[config.mk]
export PLATFORM = sky130hd
export DESIGN_NAME = exc_commit_ctrl
export DESIGN_NICKNAME = d
export VERILOG_FILES = /design/src/rtl/exc_commit_pkg.sv /design/src/rtl/exc_commit_pipe.sv /design/src/rtl/exc_commit_ctl.sv /design/src/rtl/exc_commit_ctrl.sv
export SDC_FILE = /design/constraint.sdc
export NUM_CORES = 1
export LEC_CHECK = 0
export ABC_AREA = 1
export CAP_MARGIN = 20
export CELL_PAD_IN_SITES_DETAIL_PLACEMENT = 0
export CELL_PAD_IN_SITES_GLOBAL_PLACEMENT = 1
export CORE_MARGIN = 2
export CORE_UTILIZATION = 43
export DETAILED_ROUTE_END_ITERATION = 16
export GPL_TIMING_DRIVEN = 0
export HOLD_SLACK_MARGIN = 0.12
export PLACE_DENSITY = 0.87
export SLEW_MARGIN = 20
export SYNTH_ARGS = -nofsm -noshare
export SYNTH_HDL_FRONTEND = slang
export SYNTH_SLANG_ARGS = --single-unit
export TNS_END_PERCENT = 50
[constraint.sdc]
create_clock -name clk -period 3.7 [get_ports clk]
set_input_delay 0.74 -clock clk [delete_from_list [all_inputs] [get_ports clk]]
set_output_delay 0.74 -clock clk [all_outputs]
set_load 0.005 [all_outputs]
[src/rtl/exc_commit_pkg.sv]
package exc_commit_pkg;

  localparam int DEF_STAGES = 5;
  localparam int DEF_CAUSE_W = 4;
  localparam int DEF_PC_W = 32;

  // strobes from the commit decision to the stage registers
  typedef struct packed {
    logic advance;
    logic flush;
  } pipeStrobes_t;

endpackage

[src/rtl/exc_commit_pipe.sv]
module exc_commit_pipe
  import exc_commit_pkg::*;
#(
  parameter int NUM_STAGES = DEF_STAGES,
  parameter int CAUSE_W = DEF_CAUSE_W,
  parameter int PC_W = DEF_PC_W,
  localparam int RAISE_W = (NUM_STAGES - 1) * CAUSE_W
) (
  input  logic                  clk,
  input  logic                  rstN,
  input  pipeStrobes_t          strobes,
  input  logic                  fetchValid,
  input  logic [PC_W-1:0]       fetchPc,
  input  logic [RAISE_W-1:0]    raiseBits,
  output logic [NUM_STAGES-1:0] stageValid,
  output logic [PC_W-1:0]       wbPc,
  output logic [CAUSE_W-1:0]    wbCause
);

  localparam int WB = NUM_STAGES - 1;

  logic [NUM_STAGES-1:0]              validQ;
  logic [NUM_STAGES-1:0][PC_W-1:0]    pcQ;
  logic [NUM_STAGES-1:0][CAUSE_W-1:0] causeQ;
  logic [NUM_STAGES-1:0][CAUSE_W-1:0] causeNext;

  // vector entering each stage: previous vector plus that stage's pulses,
  // masked when the previous stage is empty
  assign causeNext[0] = '0;
  for (genvar s = 1; s < NUM_STAGES; s++) begin : g_cause
    assign causeNext[s] = validQ[s-1]
                        ? (causeQ[s-1] | raiseBits[(s-1)*CAUSE_W +: CAUSE_W])
                        : '0;
  end

  always_ff @(posedge clk or negedge rstN) begin
    if (!rstN) begin
      validQ <= '0;
      pcQ    <= '0;
      causeQ <= '0;
    end else if (strobes.flush) begin
      validQ <= '0;
      causeQ <= '0;
    end else if (strobes.advance) begin
      validQ <= {validQ[NUM_STAGES-2:0], fetchValid};
      pcQ    <= {pcQ[NUM_STAGES-2:0], fetchPc};
      causeQ <= causeNext;
    end
  end

  assign stageValid = validQ;
  assign wbPc       = pcQ[WB];
  assign wbCause    = causeQ[WB];

  a_r8_flush_empties: assert property (@(posedge clk) disable iff (!rstN)
    strobes.flush |=> (validQ == '0) && (causeQ == '0));

  a_r9_stall_holds: assert property (@(posedge clk) disable iff (!rstN)
    (!strobes.advance && !strobes.flush) |=>
      $stable(validQ) && $stable(pcQ) && $stable(causeQ));

  a_r4_flush_needs_fault: assert property (@(posedge clk) disable iff (!rstN)
    strobes.flush |-> validQ[WB] && (causeQ[WB] != '0));

endmodule

[src/rtl/exc_commit_ctl.sv]
module exc_commit_ctl
  import exc_commit_pkg::*;
#(
  parameter int CAUSE_W = DEF_CAUSE_W,
  localparam int CODE_W = (CAUSE_W > 1) ? $clog2(CAUSE_W) : 1
) (
  input  logic               clk,
  input  logic               rstN,
  input  logic               stall,
  input  logic               wbValid,
  input  logic [CAUSE_W-1:0] wbCause,
  output pipeStrobes_t       strobes,
  output logic               wbEnable,
  output logic               trapValid,
  output logic [CODE_W-1:0]  trapCause
);

  logic              hasFault;
  logic [CODE_W-1:0] codeRaw;

  always_comb begin
    hasFault = |wbCause;
    // lowest set bit wins: scan downward so the last hit is the smallest
    codeRaw = '0;
    for (int i = CAUSE_W - 1; i >= 0; i--) begin
      if (wbCause[i]) codeRaw = CODE_W'(i);
    end
    strobes.advance = !stall;
    strobes.flush   = wbValid && hasFault && !stall;
    wbEnable        = wbValid && !hasFault && !stall;
    trapValid       = strobes.flush;
    trapCause       = trapValid ? codeRaw : '0;
  end

  a_r7_single_strobe: assert property (@(posedge clk) disable iff (!rstN)
    trapValid |=> !trapValid);

  a_r6_no_write_in_trap: assert property (@(posedge clk) disable iff (!rstN)
    $onehot0({wbEnable, trapValid}));

endmodule

[src/rtl/exc_commit_ctrl.sv]
module exc_commit_ctrl
  import exc_commit_pkg::*;
#(
  parameter int NUM_STAGES = DEF_STAGES,
  parameter int CAUSE_W = DEF_CAUSE_W,
  parameter int PC_W = DEF_PC_W,
  localparam int RAISE_W = (NUM_STAGES - 1) * CAUSE_W,
  localparam int CODE_W = (CAUSE_W > 1) ? $clog2(CAUSE_W) : 1
) (
  input  logic                  clk,
  input  logic                  rstN,
  input  logic                  stall,
  input  logic                  fetchValid,
  input  logic [PC_W-1:0]       fetchPc,
  input  logic [RAISE_W-1:0]    raiseBits,
  output logic [NUM_STAGES-1:0] stageValid,
  output logic                  wbEnable,
  output logic [PC_W-1:0]       retirePc,
  output logic                  flush,
  output logic                  trapValid,
  output logic [PC_W-1:0]       trapPc,
  output logic [CODE_W-1:0]     trapCause
);

  pipeStrobes_t      strobes;
  logic [CAUSE_W-1:0] wbCause;

  exc_commit_pipe #(
    .NUM_STAGES(NUM_STAGES),
    .CAUSE_W(CAUSE_W),
    .PC_W(PC_W)
  ) i_pipe (
    .clk(clk),
    .rstN(rstN),
    .strobes(strobes),
    .fetchValid(fetchValid),
    .fetchPc(fetchPc),
    .raiseBits(raiseBits),
    .stageValid(stageValid),
    .wbPc(retirePc),
    .wbCause(wbCause)
  );

  exc_commit_ctl #(
    .CAUSE_W(CAUSE_W)
  ) i_ctl (
    .clk(clk),
    .rstN(rstN),
    .stall(stall),
    .wbValid(stageValid[NUM_STAGES-1]),
    .wbCause(wbCause),
    .strobes(strobes),
    .wbEnable(wbEnable),
    .trapValid(trapValid),
    .trapCause(trapCause)
  );

  assign flush  = strobes.flush;
  assign trapPc = trapValid ? retirePc : '0;

endmodule

==> impl_metrics.toml, run 1 <==
[critical_path]
worstReg2RegEnd = "i_pipe.wbPc[1]"
r2r_slack_ps = 1990
required_ps = 2960
reg2reg_depth = 8
r2r_start = "i_pipe.wbCause[0]"
cp_data_arrival_time_ps = 2750
startpoint_type = "primary input"
setup.worst_path.end_class = "primary output"
worstSetupPathType = "in -> out"
worstPathMaxFanout = 10

[sta]
slew_headroom_pct = 58.0
hold_violations = 0
rsz0062_at_grt = "false"
worst_slack_ps = 211
period_share_pct = 94.3
holdWs_ps = 156
slew_viol_final = 0
worst_pin_slew_ps = 629
fin_skew_ps = 13.9
setup_violations = 0
fmax_ghz = 0.287
layout_min_cycle_time_ps = 3490

[synth]
synth.avg_cell_area_um2 = 8.43
yosysTopAreaCell = "dfrtp_1"
synth_seq_area_share_pct = 57.8
synth_area_mm2 = 0.00784
synth_warnings = 0
synth_seq_cells = 181
syn_inst = 930
synth_top_cell_area_share_pct = 57.8
synth_nets = 982
synth.distinct_cells = 16
synth_area_leaders = "dfrtp_1 (58%), nand2_1 (18%), nand3_1 (11%)"

[power]
swShare_pct = 28.7
switchingPower_w = 0.00171
pwr-share-comb_pct = 23.6
p_int_w = 0.00423
powerDensity_mw_per_mm2 = 593
p_leak_nw = 5.18
p_clk_share_pct = 29.6
peakVddDrop_mv = 0.409
p_seq_share_pct = 46.8

[place]
hpwl_um = 12300
port_buffers = 125
dp_cells = 1286
place_ws_ps = 220
place_congestion = 0.776

[cells_and_area]
area_delta_synth_final_pct = 27.7
fill_cells = 1718
drive_gt1_share_pct = 10.7
final_common_cell = "nand2_1"
final_nets = 1128
diodes = 0
stdcell_count = 1318
mostFrequentLayoutCells = "nand2_1 (368), dfrtp_1 (181), nand3_1 (177)"

[die]
die_area_mm2 = 0.0193
die_height_um = 139
core-area_mm2 = 0.0179
fp.dieW_um = 139
num_rows = 49
ioPinCount = 126
initial_core_util_pct = 43.8

[clock_tree]
ctsHoldBuffers = 0
h-tree-depth = 4
cts_sinks = 181
root_buffer = "clkbuf_16"
cts_setup_buffers = 0
cts_tree = "done"
cts.clk_slew.worst_paths_ps = 70
clk_latency_ps = 430
clock_path_buffers = 2
cts_made_buffers = 17
ctsResizeCount = 0

[status]
status = "finished clean"

[route]
wl_per_cell_um = 12.8
ant_nets = 0
routed_wirelength_um = 16900
num_vias = 6061
drt_pass1_iterations = 4
avgViaCountPerCell = 4.60
drcViolationCount = 0
drt_iter0_drc = 372

[grt]
grt_max_degree = 83
grt_pass1_vias = 5858
track_usage_pct = 18.5
antenna_found_initial = 0
grt_pass1_wl_um = 29000
overflow = 0

[hold_path]
min_path_type = "in -> async"

[flow_run]
cap_violations = 0
## through the flow
step	total power (W)	cell area, µm²	utilization, %	TNS [ps]
global placement	0.00419	9380	52.4	-982420
global route	0.00633	10000	55.9	0
floorplan	0.00360	7840	-	0
detailed placement	0.00423	9440	52.7	0
CTS	0.00601	10000	55.9	0
finish	0.00594	10000	55.9	0
## state kept, by name (all words and copies together), names as in the netlist
signal / count
i_pipe.causeQ: 12
i_pipe.pcQ: 128
i_pipe.stageValid: 5
i_pipe.wbCause: 4
i_pipe.wbPc: 32
## power by group through the flow
stage          Sequential, W  Combinational, W  Clock [W]
6_report             0.00278           0.00140    0.00176
5_1_grt              0.00284           0.00160    0.00189
4_1_cts              0.00278           0.00143    0.00180
3_5_place_dp         0.00282           0.00142          0
3_3_place_gp         0.00281           0.00138          0
2_1_floorplan        0.00272          0.000880          0
## critical path: stages
cell and delay [ps]:
clkdlybuf4s50_1 530, nor2_1 190, nand2_1 270, buf_2 300, nor3_1 180, clkdlybuf4s50_1 550
## cell usage after synthesis
cell        n
nand2_1   368
dfrtp_1   181
nand3_1   177
nor2_1     60
buf_4      55
inv_1      38
buf_2      26
clkbuf_1   11
nand3b_1    4
buf_1       2
nand2_2     2
nor3_1      2
a21oi_1     1
buf_6       1
inv_2       1
nand2_4     1
## final cells by class
| type | instances | area [µm²] | share of cell area [%] |
|---|---|---|---|
| Buffer | 95 | 603 | 6.02 |
| Clock buffer | 22 | 454 | 4.54 |
| Clock inverter | 10 | 121 | 1.21 |
| Inverter | 39 | 146 | 1.46 |
| Multi-Input combinational cell | 615 | 2560 | 25.6 |
| Sequential cell | 181 | 4530 | 45.2 |
| Tap cell | 229 | 287 | 2.86 |
| Timing Repair Buffer | 127 | 1310 | 13.1 |
## layer usage
| layer | vias to the layer above | routed length, µm | global-route usage (%) |
|---|---|---|---|
| li1 | 3182 | - | - |
| met1 | 2754 | 8160 | 25.8 |
| met2 | 115 | 7910 | 29.2 |
| met3 | 10 | 679 | 4.21 |
| met4 | 0 | 173 | 5.85 |
| met5 | - | 0 | 0 |
## kinds of logic after synthesis
| group | synth area share [%] |
|---|---|
| AND/OR/NAND/NOR | 32.6 |
| flip-flops | 57.8 |
| buffers and inverters | 9.56 |
| AO/OA/AOI/OAI | 0.0638 |
## how the worst max path moves through the flow
stage / depth (start not counted) / slack [ps] / to / start
finish: 6 / 210 / trapCause[0] / stall
CTS: 6 / 210 / trapCause[0] / stall
detailed placement: 6 / 220 / trapCause[0] / stall
floorplan: 5 / 1570 / trapValid / stall
global route: 6 / 80 / trapCause[0] / stall
global placement: 1 / -5450 / i_pipe.pcQ[26] / rstN
Power figures use the tool's default switching activity.
==> inputs of run 2 (changes only) <==
SLEW_MARGIN = 0   (was 20)
==> run 2 against run 1 <==
Via count increased by 0.31%. Die area did not move. First-iteration DRC count decreased by 11%. Sequential share of layout area barely moved. Critical path type unchanged. Clock skew decreased by 6.0 ps. Worst hold slack gained 70 ps. Non-clock buffer count is 1 lower. Clock power up 3%.
==> impl_metrics.toml, run 2 (same netlist as run 1, synthesis figures left out) <==
[route]
avgViaCountPerCell = 4.62
routed_wirelength_um = 16900
drcViolationCount = 0
drt_pass1_iterations = 4
drt_iter0_drc = 330
ant_nets = 0
num_vias = 6080
wl_per_cell_um = 12.8

[clock_tree]
cts_made_buffers = 17
clock_path_buffers = 2
cts_tree = "done"
root_buffer = "clkbuf_16"
clk_latency_ps = 430
cts_setup_buffers = 0
h-tree-depth = 4
ctsHoldBuffers = 0
cts_sinks = 181
ctsResizeCount = 0
cts.clk_slew.worst_paths_ps = 60

[cells_and_area]
drive_gt1_share_pct = 10.9
top_register = "i_pipe.pcQ"
diodes = 0
mostFrequentLayoutCells = "nand2_1 (368), dfrtp_1 (181), nand3_1 (177)"
largest_register_ffs = 128
final_nets = 1127
final_common_cell = "nand2_1"
area_delta_synth_final_pct = 27.8

[sta]
worst_pin_slew_ps = 654
holdWs_ps = 226
timing.setup.tns_ps = 0
slew_headroom_pct = 56.4
fin_skew_ps = 7.91
fmax_ghz = 0.282
slew_viol_final = 0
layout_min_cycle_time_ps = 3540
period_share_pct = 95.7
rsz0062_at_grt = "false"
hold_violations = 0
setup_violations = 0

[die]
die_area_mm2 = 0.0193
ioPinCount = 126
fp.dieW_um = 139
num_rows = 49
die_height_um = 139
initial_core_util_pct = 43.8
core-area_mm2 = 0.0179

[critical_path]
cp_cell_sequence = "clkdlybuf4s50_1 > nor2_1 > nand2_1 > buf_2 > nor3_1 > clkdlybuf4s50_1"
cp_slowest_cell = "clkdlybuf4s50_1"
startpoint_type = "primary input"
cp_data_arrival_time_ps = 2800
worstSetupPathType = "in -> out"
required_ps = 2960
worstPathMaxFanout = 10
cp_slowest_stage_delay_ps = 540
setup.worst_path.end_class = "primary output"
path_common_cell = "clkdlybuf4s50_1"

[power]
peakVddDrop_mv = 0.359
powerDensity_mw_per_mm2 = 598
p_leak_nw = 5.18

[grt]
grt_pass1_vias = 5892
overflow = 0
grt_pass1_wl_um = 28900
track_usage_pct = 18.3
antenna_found_initial = 0
grt_max_degree = 123

[place]
hpwl_um = 12100
place_congestion = 0.776
port_buffers = 125

[status]
status = "finished clean"

[hold_path]
min_path_type = "in -> async"

[flow_run]
cap_violations = 0
-- run 2: path summary, 6_finish.rpt --
kind / start / end / slack (ps) / depth (start not counted)
min: rstN / i_pipe.wbCause[2] / 230 / 1
min reg2reg: i_pipe.pcQ[103] / i_pipe.pcQ[103] / 470 / 2
max reg2reg: i_pipe.wbCause[2] / i_pipe.wbPc[6] / 2000 / 8
min in group clk: i_pipe.pcQ[103] / i_pipe.pcQ[103] / 470 / 2
max: stall / trapCause[0] / 160 / 6
max in group asynchronous: rstN / i_pipe.pcQ[58] / 2550 / 2
-- run 2: final cells by class --
cell class              instances  area (µm²)
clock buffers                  22         484
plain buffers                  95         603
well taps                     229         287
fillers                      1702        7890
flip-flops and latches        181        4530
repair buffers                126        1280
clock inverters                10         121
inverters                      39         146
multi-input cells             615        2560
-- run 2: through the flow --
stage	area [µm²]	utilization (%)	cells	setup slack (ps)	power, W
CTS	10000	55.9	1317	179	0.00606
floorplan	7840	-	930	1570	0.00360
global route	10000	55.9	1317	36.3	0.00638
finish	10000	55.9	1317	160	0.00599
global placement	9380	52.4	1284	-5450	0.00419
detailed placement	9410	52.6	1285	191	0.00423
-- run 2: per-layer routing --
metal  part of all wire [%]  global-route usage, %  vias up
met2                     47                   29.4      109
met5                      0                      0        -
li1                       -                      -     3181
met1                     47                   25.4     2769
met4                    1.6                   5.64        0
met3                    4.3                   3.69       21
-- run 2: critical path, delay by kind of cell --
family,cells,cell delay (ps)
buffers and inverters,3,1370
AND/OR/NAND/NOR,3,680
-- run 2: where the power goes --
part	total, W	leakage (nW)	switching (W)	internal, W
clock network	0.00181	0.285	0.000740	0.00107
logic	0.00139	2.59	0.000650	0.000745
registers	0.00278	2.31	0.000314	0.00247
total	0.00599	5.18	0.00170	0.00428
